===== src/rtl/pwm_dbuf_pkg.sv =====
package pwm_dbuf_pkg;
  localparam int ADDR_W = 2;
  localparam logic [ADDR_W-1:0] ADDR_CTRL = 2'd0;
  localparam logic [ADDR_W-1:0] ADDR_PER  = 2'd1;
  localparam logic [ADDR_W-1:0] ADDR_CMP  = 2'd2;

  // control register bit positions
  localparam int BIT_EN  = 0;
  localparam int BIT_UD  = 1;
  localparam int BIT_SH  = 2;
  localparam int BIT_CLR = 3;

  typedef struct packed {
    logic run;
    logic upDown;
    logic clr;
  } pwm_strobe_t;
endpackage


===== src/rtl/pwm_dbuf_ctrl.sv =====
module pwm_dbuf_ctrl
  import pwm_dbuf_pkg::*;
#(
  parameter int CNT_W = 16
) (
  input  logic                 clk,
  input  logic                 rstN,
  input  logic                 wrEn,
  input  logic [ADDR_W-1:0]    wrAddr,
  input  logic [CNT_W-1:0]     wrData,
  input  logic                 periodEnd,
  output pwm_strobe_t          strobe,
  output logic [CNT_W-1:0]     activePer,
  output logic [CNT_W-1:0]     activeCmp,
  output logic [CNT_W-1:0]     cmpNext
);
  logic enReg, udReg, shReg;
  logic [CNT_W-1:0] holdPer, holdCmp;
  logic wrCtrl, wrPer, wrCmp;

  assign wrCtrl = wrEn && (wrAddr == ADDR_CTRL);
  assign wrPer  = wrEn && (wrAddr == ADDR_PER);
  assign wrCmp  = wrEn && (wrAddr == ADDR_CMP);

  always_ff @(posedge clk or negedge rstN) begin
    if (!rstN) begin
      enReg     <= 1'b0;
      udReg     <= 1'b0;
      shReg     <= 1'b0;
      holdPer   <= '0;
      holdCmp   <= '0;
      activePer <= '0;
      activeCmp <= '0;
    end else begin
      if (wrCtrl) begin
        enReg <= wrData[BIT_EN];
        udReg <= wrData[BIT_UD];
        shReg <= wrData[BIT_SH];
      end
      if (wrPer) holdPer <= wrData;
      if (wrCmp) holdCmp <= wrData;
      if (shReg) begin
        if (periodEnd) begin
          activePer <= holdPer;
          activeCmp <= holdCmp;
        end
      end else begin
        if (wrPer) activePer <= wrData;
        if (wrCmp) activeCmp <= wrData;
      end
    end
  end

  // compare value that will be in force after the coming boundary
  assign cmpNext = shReg ? holdCmp : activeCmp;

  always_comb begin
    strobe.run    = enReg;
    strobe.upDown = udReg;
    strobe.clr    = wrCtrl && wrData[BIT_CLR];
  end

  // buffered mode leaves working registers untouched between boundaries
  a_r6_hold_between_boundaries: assert property (@(posedge clk) disable iff (!rstN)
    (shReg && !periodEnd) |=> ($stable(activePer) && $stable(activeCmp)));

  // immediate mode puts the written compare into service on the next edge
  a_r4_immediate_load: assert property (@(posedge clk) disable iff (!rstN)
    (!shReg && wrEn && wrAddr == ADDR_CMP) |=> (activeCmp == $past(wrData)));
endmodule


===== src/rtl/pwm_dbuf_datapath.sv =====
module pwm_dbuf_datapath
  import pwm_dbuf_pkg::*;
#(
  parameter int CNT_W = 16
) (
  input  logic                 clk,
  input  logic                 rstN,
  input  pwm_strobe_t          strobe,
  input  logic [CNT_W-1:0]     activePer,
  input  logic [CNT_W-1:0]     activeCmp,
  input  logic [CNT_W-1:0]     cmpNext,
  output logic [CNT_W-1:0]     count,
  output logic                 pwmOut,
  output logic                 periodEnd
);
  localparam logic [CNT_W-1:0] ONE = CNT_W'(1);

  logic [CNT_W-1:0] cnt, nextCnt;
  logic dirDown, nextDown;
  logic pwmQ, nextPwm;
  logic cmpHit;

  always_comb begin
    if (!strobe.run || strobe.clr)  periodEnd = 1'b0;
    else if (!strobe.upDown)        periodEnd = (cnt >= activePer);
    else if (activePer == '0)       periodEnd = 1'b1;
    else                            periodEnd = dirDown && (cnt == '0);
  end

  always_comb begin
    nextCnt  = cnt;
    nextDown = dirDown;
    if (strobe.run) begin
      if (!strobe.upDown) begin
        nextDown = 1'b0;
        nextCnt  = (cnt >= activePer) ? '0 : cnt + ONE;
      end else if (activePer == '0) begin
        nextDown = 1'b0;
        nextCnt  = '0;
      end else if (!dirDown) begin
        if (cnt >= activePer) begin
          nextDown = 1'b1;
          nextCnt  = cnt - ONE;
        end else begin
          nextCnt  = cnt + ONE;
        end
      end else if (cnt == '0) begin
        nextDown = 1'b0;
        nextCnt  = ONE;
      end else begin
        nextCnt  = cnt - ONE;
      end
    end
  end

  assign cmpHit = (activeCmp != '0) && (nextCnt == activeCmp);

  always_comb begin
    nextPwm = pwmQ;
    if (strobe.run) begin
      if (!strobe.upDown) begin
        if (periodEnd)   nextPwm = (cmpNext != '0);
        else if (cmpHit) nextPwm = 1'b0;
      end else begin
        if (periodEnd)                       nextPwm = (cmpNext > ONE);
        else if (nextCnt == activePer)       nextPwm = 1'b0;
        else if (cmpHit)                     nextPwm = ~pwmQ;
      end
    end
  end

  always_ff @(posedge clk or negedge rstN) begin
    if (!rstN) begin
      cnt     <= '0;
      dirDown <= 1'b0;
      pwmQ    <= 1'b0;
    end else if (strobe.clr) begin
      cnt     <= '0;
      dirDown <= 1'b0;
      pwmQ    <= 1'b0;
    end else begin
      cnt     <= nextCnt;
      dirDown <= nextDown;
      pwmQ    <= nextPwm;
    end
  end

  assign count  = cnt;
  assign pwmOut = pwmQ;

  // up counting returns to zero after reaching the period
  a_r2_up_wrap: assert property (@(posedge clk) disable iff (!rstN)
    (strobe.run && !strobe.clr && !strobe.upDown && cnt >= activePer) |=> (cnt == '0));

  // up/down counting moves by exactly one per clock
  a_r8_unit_step: assert property (@(posedge clk) disable iff (!rstN)
    (strobe.run && !strobe.clr && strobe.upDown && activePer != '0)
      |=> (cnt == $past(cnt) + ONE || cnt == $past(cnt) - ONE));

  // stopped counter holds count and output
  a_r11_hold_when_stopped: assert property (@(posedge clk) disable iff (!rstN)
    (!strobe.run && !strobe.clr) |=> ($stable(cnt) && $stable(pwmQ)));

  // clear strobe empties the counter and lowers the output
  a_r12_clear: assert property (@(posedge clk) disable iff (!rstN)
    strobe.clr |=> (cnt == '0 && !pwmQ && !dirDown));

  // a zero compare keeps the up-counting output low
  a_r7_zero_low: assert property (@(posedge clk) disable iff (!rstN)
    (!strobe.upDown && activeCmp == '0 && cmpNext == '0 && !pwmQ) |=> !pwmQ);
endmodule


===== src/rtl/pwm_dbuf_timer.sv =====
module pwm_dbuf_timer
  import pwm_dbuf_pkg::*;
#(
  parameter int CNT_W = 16
) (
  input  logic              clk,
  input  logic              rstN,
  input  logic              wrEn,
  input  logic [1:0]        wrAddr,
  input  logic [CNT_W-1:0]  wrData,
  output logic              pwmOut,
  output logic              periodTick,
  output logic [CNT_W-1:0]  countOut
);
  pwm_strobe_t      strobe;
  logic [CNT_W-1:0] activePer, activeCmp, cmpNext;
  logic             periodEnd;

  pwm_dbuf_ctrl #(.CNT_W(CNT_W)) ctrl_i (
    .clk       (clk),
    .rstN      (rstN),
    .wrEn      (wrEn),
    .wrAddr    (wrAddr),
    .wrData    (wrData),
    .periodEnd (periodEnd),
    .strobe    (strobe),
    .activePer (activePer),
    .activeCmp (activeCmp),
    .cmpNext   (cmpNext)
  );

  pwm_dbuf_datapath #(.CNT_W(CNT_W)) dp_i (
    .clk       (clk),
    .rstN      (rstN),
    .strobe    (strobe),
    .activePer (activePer),
    .activeCmp (activeCmp),
    .cmpNext   (cmpNext),
    .count     (countOut),
    .pwmOut    (pwmOut),
    .periodEnd (periodEnd)
  );

  assign periodTick = periodEnd;
endmodule


===== config.mk =====
export PLATFORM = sky130hd
export DESIGN_NAME = pwm_dbuf_timer
export DESIGN_NICKNAME = d
export VERILOG_FILES = /design/src/rtl/pwm_dbuf_pkg.sv /design/src/rtl/pwm_dbuf_ctrl.sv /design/src/rtl/pwm_dbuf_datapath.sv /design/src/rtl/pwm_dbuf_timer.sv
export SDC_FILE = /design/constraint.sdc
export NUM_CORES = 1
export LEC_CHECK = 0
export ABC_AREA = 0
export CORE_UTILIZATION = 59
export CTS_CLUSTER_SIZE = 20
export DETAILED_ROUTE_END_ITERATION = 7
export DONT_BUFFER_PORTS = 1
export HOLD_SLACK_MARGIN = 0.08
export PLACE_DENSITY = 0.75
export SYNTH_ARGS = -nofsm -noshare
export SYNTH_HDL_FRONTEND = slang
export SYNTH_SLANG_ARGS = --single-unit

===== constraint.sdc =====
create_clock -name clk -period 9.94 [get_ports clk]
set_input_delay 0.994 -clock clk [delete_from_list [all_inputs] [get_ports clk]]
set_output_delay 0.994 -clock clk [all_outputs]
set_load 0.005 [all_outputs]

# Word-level counts from Yosys, hierarchy flattened
# Index checks and enable logic that the tools add are counted.
[op_classes]
n_lt_le_gt_ge = 2
n_eq_ne = 5
n_reduce_logical = 21
n_bitwise = 1
addsub = 2
mux = 33
[ops]
columns = ["operator", "count"]
rows = [
  ["16-bit 2-to-1 mux", 15],
  ["16-bit equality test", 2],
  ["16-bit logical NOT", 2],
  ["16-bit nonzero test", 2],
  ["1-bit 2-to-1 mux", 18],
  ["16-bit by 1-bit adder with 16-bit output, second input constant", 1],
  ["16-bit greater-or-equal comparator", 1],
  ["16-bit by 1-bit > comparator with 1-bit output, second input constant", 1],
  ["16-bit by 1-bit subtractor with 16-bit output, second input constant", 1],
  ["4-bit nonzero test", 2],
  ["1-bit logical AND", 6],
  ["2-bit nonzero test", 3],
  ["2-bit AND reduction", 2],
  ["3-bit AND reduction", 1],
  ["2-bit by 1-bit equality test with 1-bit output, second input constant", 1],
  ["2-bit equality test, second input constant", 1],
  ["2-bit logical NOT", 1],
  ["2-bit inequality test, second input constant", 1],
  ["1-bit logical NOT", 1],
  ["1-bit logical OR", 1],
  ["1-bit inverter", 1],
]
[word_totals]
register_bits = 85
elab_cells = 74
output_inout_bits = 18
in_bits = 21

# Logic depth before layout (Yosys ltp)
[depth]
depth_word = 14
depth_mapped = 16
mapped_depth_nobuf = 13

# Cells and area by module
# Synthesis repeated with hierarchy kept, for this count alone.
[unflattened]
hier_cells = 717
hier_area_um2 = 6457.4
[by_module_without_submodules]
columns = ["module", "cells_each", "area_each_um2", "n_inst"]
rows = [
  ["pwm_dbuf_datapath", 449, 3295.7, 1],
  ["pwm_dbuf_ctrl", 268, 3161.8, 1],
]

# Least setup slack after synthesis
# No wires, ideal clock.
[synth_timing]
path_type = "register to register"
from = "reg dp_i.cnt[0] (netlist: dp_i.count[0])"
to = "reg dp_i.pwmQ (netlist: dp_i.pwmOut)"
t_required_ns = 9.846
setup_ns = 0.094
stages_incl_launch_ff = 15
t_arrival_ns = 3.440
path_buffers = 1
path_slack_ns = 6.406
path_cell_list = "dfrtp_1 > clkbuf_1 > inv_1 > ha_1 > a31oi_1 > nor2b_1 > o31ai_4 > nand4_1 > a21oi_1 > mux2_1 > a2111o_1 > o21ai_1 > nand4_1 > o31a_1 > a211oi_1"
[synth_via]
elab_chain_cells = 12
[synth_lines]
columns = ["element", "line_no", "rtl"]
rows = [
  ["start: declaration", "pwm_dbuf_datapath.sv:18", "logic [CNT_W-1:0] cnt, nextCnt;"],
  ["start signal: assignment", "pwm_dbuf_datapath.sv:82", "cnt <= nextCnt;"],
  ["16-bit by 1-bit adder with 16-bit output, or another cell as far along", "pwm_dbuf_datapath.sv:36, pwm_dbuf_datapath.sv:45", ""],
  ["16-bit 2-to-1 mux (on tied branches)", "pwm_dbuf_datapath.sv:41, pwm_dbuf_datapath.sv:47", ""],
  ["16-bit 2-to-1 mux", "pwm_dbuf_datapath.sv:40", "end else if (!dirDown) begin"],
  ["16-bit 2-to-1 mux", "pwm_dbuf_datapath.sv:37", "end else if (activePer == '0) begin"],
  ["16-bit 2-to-1 mux", "pwm_dbuf_datapath.sv:34", "if (!strobe.upDown) begin"],
  ["16-bit 2-to-1 mux", "pwm_dbuf_datapath.sv:33", "if (strobe.run) begin"],
  ["16-bit equality test", "pwm_dbuf_datapath.sv:66", "else if (nextCnt == activePer) nextPwm = 1'b0;"],
  ["1-bit 2-to-1 mux", "pwm_dbuf_datapath.sv:66", ""],
  ["1-bit 2-to-1 mux", "pwm_dbuf_datapath.sv:65", "if (periodEnd) nextPwm = (cmpNext > ONE);"],
  ["1-bit 2-to-1 mux", "pwm_dbuf_datapath.sv:61", "if (!strobe.upDown) begin"],
  ["1-bit 2-to-1 mux", "pwm_dbuf_datapath.sv:60", "if (strobe.run) begin"],
  ["1-bit 2-to-1 mux", "pwm_dbuf_datapath.sv:77", "end else if (strobe.clr) begin"],
  ["end signal: assignment", "pwm_dbuf_datapath.sv:84", "pwmQ <= nextPwm;"],
  ["end: declaration", "pwm_dbuf_datapath.sv:20", "logic pwmQ, nextPwm;"],
]
# Several ways; a longest one is shown, not always the timed one. The select of a mux whose other input is x is not followed.
# A chain may end at the register's enable or synchronous reset.

# Worst setup path in the final report
[layout_timing]
from = "reg dp_i.cnt[8] (netlist: dp_i.count[8])"
to = "reg dp_i.pwmQ (netlist: dp_i.pwmOut)"
# Same word-level chain as after synthesis.

==> key figures <==
Status
  • Outcome: finished clean

Clock tree
  • CTS Buffer Depth: 2
  • CTS Sinks: 85
  • CTS Buf Count: 9
  • H-tree depth reported by CTS: 3
  • Post-CTS Resized: 0
  • Post-CTS Hold Fix Bufs: 0
  • Root Buffer: clkbuf_8
  • CTS tree: done
  • Clock latency on the worst-skew pair: 0.37 ns
  • Reg clk slew, reported paths: 0.08 ns
  • Post-CTS Setup Bufs: 0

Die
  • Initial Util: 60.9%
  • Core ar.: 9770 µm²
  • Core Rows: 36
  • Die width: 102 µm
  • Die Y: 102 µm
  • Io pins: 39
  • DIE AREA: 10500 µm²

Logic synthesis
  • Syn Area/Cell: 8.75 µm²
  • FF+latch count, synth: 85
  • Post-synth EDFFs: 0
  • Synth Net Count: 720
  • Most common cell in the synthesized netlist: dfrtp_1
  • Top cell type's share of synthesized area: 35.8%
  • Synthesized cell area: 5950 µm²
  • Post-synthesis sequential area ratio: 35.8%
  • Synth area leader: dfrtp_1
  • Count of different cell masters after synthesis: 71
  • Synth area leaders: dfrtp_1, mux2_2, a21oi_1, ha_1, nand2_1
  • Ys async rst share: 100%
  • Yosys warns: 0
  • Synth Flop Type: dfrtp_1
  • Synth top cells by count: dfrtp_1, nand2_1, a21oi_1
  • Gate Count Post-Synth: 680

Worst setup path
  • FF-to-FF path depth: 12
  • Reg2reg start: dp_i.count[8]
  • CP max FO: 21
  • Critical Path End Type: flop
  • Kind of critical path: reg -> reg
  • R2R setup slack: 5.53 ns
  • Req. time, crit path: 10.21 ns
  • Data arrival time of the critical path: 4.68 ns
  • Reg2reg end: dp_i.pwmOut
  • Startpoint type of the worst setup path: flop

Global routing
  • Initial antenna violation count: 0
  • First-pass GRT wire length: 27.5 mm
  • Number of global-route vias before repair: 4990
  • Global Route met1 Usage: 48.7%
  • Gr busiest metal: met2
  • GR met2 Demand/Resource: 56.3%
  • Met3 Resource Use GR: 6.02%
  • GRT overflow: 0
  • Tot GR Track Use: 35.9%
  • Largest net degree at the start of global routing: 86

Pwr
  • Pwr Density: 281 nW/µm²
  • VDD IR max: 0.171 mV
  • Leakage: 2.55 nW
  • Total power: 1.73 mW

Timing
  • Relative slew margins: 28.9%
  • Final worst setup slack: 5.53 ns
  • Setup repair after global routing missed its margin: no
  • Worst slew pin tran: 1.07 ns
  • Skew final: 0.0108 ns
  • Final Cycle Share: 44.4%
  • Fmax: 227 MHz
  • Max-slew violation count: 0
  • Minimum clock period: 4.41 ns
  • Final Hold Violating Endpoints: 0
  • Final setup vio count: 0
  • Final setup TNS: 0 ns

Run
  • Maxcap violations: 0

Min path
  • Hold Crit Class: in -> async

Route
  • Vias per cell: 6.70
  • WL per Instance: 22.6 µm
  • Via count: 5268
  • Drc violations: 0
  • TritonRoute pass-1 iters: 6
  • Final ANT Viol Nets: 0
  • Initial DRC count: 403
  • Total routed wirelength: 17.8 mm

Layout
  • Ant diodes: 0
  • Share of layout cells above drive strength 1: 10.4%
  • Area delta synth->final: 3.53%
  • Fin area: 6160 µm²
  • Layout Nets: 692

Placed design
  • HPWL Detailed: 13.3 mm
  • GP Congestion: 0.967
  • DP Area: 5980 µm²
  • Buffers added on ports: 0
  • Placement Setup Slack: 5.62 ns
[worst max-delay path, cell delays in order (launching register included)]
cell and delay (ns):
dfrtp_1 0.61, ha_1 0.42, nand4_1 0.24, nor4_4 0.33, o31ai_4 0.21, a31o_1 0.49, o32a_1 0.42, and3_1 0.21
or4_4 0.48, a211oi_2 0.22, nand4_1 0.15, o31a_1 0.30, a211oi_1 0.21
[layer usage]
metal  vias up  part of all wire (%)  routed length (µm)
met5         -                     0                   0
met1      2531                    43                7640
met2       246                    47                8280
met4         0                   3.3                 585
met3        46                   7.2                1280
li1       2445                     -                   -
[flip-flops by register name, summed over array words and instances (netlist names)]
| register | cells |
|---|---|
| ctrl_i.activeCmp | 16 |
| ctrl_i.activePer | 16 |
| ctrl_i.enReg | 1 |
| ctrl_i.holdCmp | 16 |
| ctrl_i.holdPer | 16 |
| ctrl_i.shReg | 1 |
| ctrl_i.udReg | 1 |
| dp_i.count | 16 |
| dp_i.dirDown | 1 |
| dp_i.pwmOut | 1 |
[area by class of cell]
type                    instances  area (µm²)
clock buffers                  10         138
fillers                       875        3610
multi-input cells             527        3570
clock inverters                 2        37.5
flip-flops and latches         85        2130
repair buffers                  4        30.0
well taps                     133         166
inverters                      25        93.8
[kinds of logic (layout without fill, tap and decap cells)]
group                    after synthesis  after routing  share of synthesized area (%)
XOR/XNOR                              40             40                           5.89
flip-flops                            85             85                           35.8
buffers and inverters                 68             41                           4.42
multiplexers                          44             44                           8.14
AND/OR/NAND/NOR                      240            240                           21.4
adder cells (fa/ha/maj)               19             19                           4.00
AO/OA/AOI/OAI                        184            184                           20.4
[report_power, final]
group	internal (mW)	switching [mW]
clock network	0.117	0.114
logic	0.337	0.471
registers	0.460	0.235
total	0.914	0.820
[through the flow]
stage	hold WS [ns]	instances	utilization (%)
3_5_place_dp	0.498	774	61.2
3_3_place_gp	0.493	774	61.2
4_1_cts	0.309	786	63.0
6_report	0.317	786	63.0
5_1_grt	0.308	786	63.0
2_1_floorplan	0.480	680	-
[worst max-delay path by stage]
stage / start / to / slack (ns) / cells after the start
6_report: dp_i.count[8] / dp_i.pwmOut / 5.53 / 12
5_1_grt: dp_i.count[7] / dp_i.pwmOut / 5.31 / 12
4_1_cts: dp_i.count[13] / dp_i.pwmOut / 5.60 / 12
3_5_place_dp: dp_i.count[13] / dp_i.pwmOut / 5.62 / 12
3_3_place_gp: dp_i.count[15] / dp_i.pwmOut / 5.66 / 12
2_1_floorplan: dp_i.count[0] / dp_i.pwmOut / 6.41 / 14
[cells in the final DEF (no fill, tap or decap), types with 22 or more instances in the layout]
cell and instances:
a21oi_1 59, dfrtp_1 85, inv_1 24, mux2_2 34, nand2_1 63, nand3_1 23
nor2_1 43, nor2b_1 22, o21ai_0 31, xnor2_1 23
(Power assumes the default switching activity.)
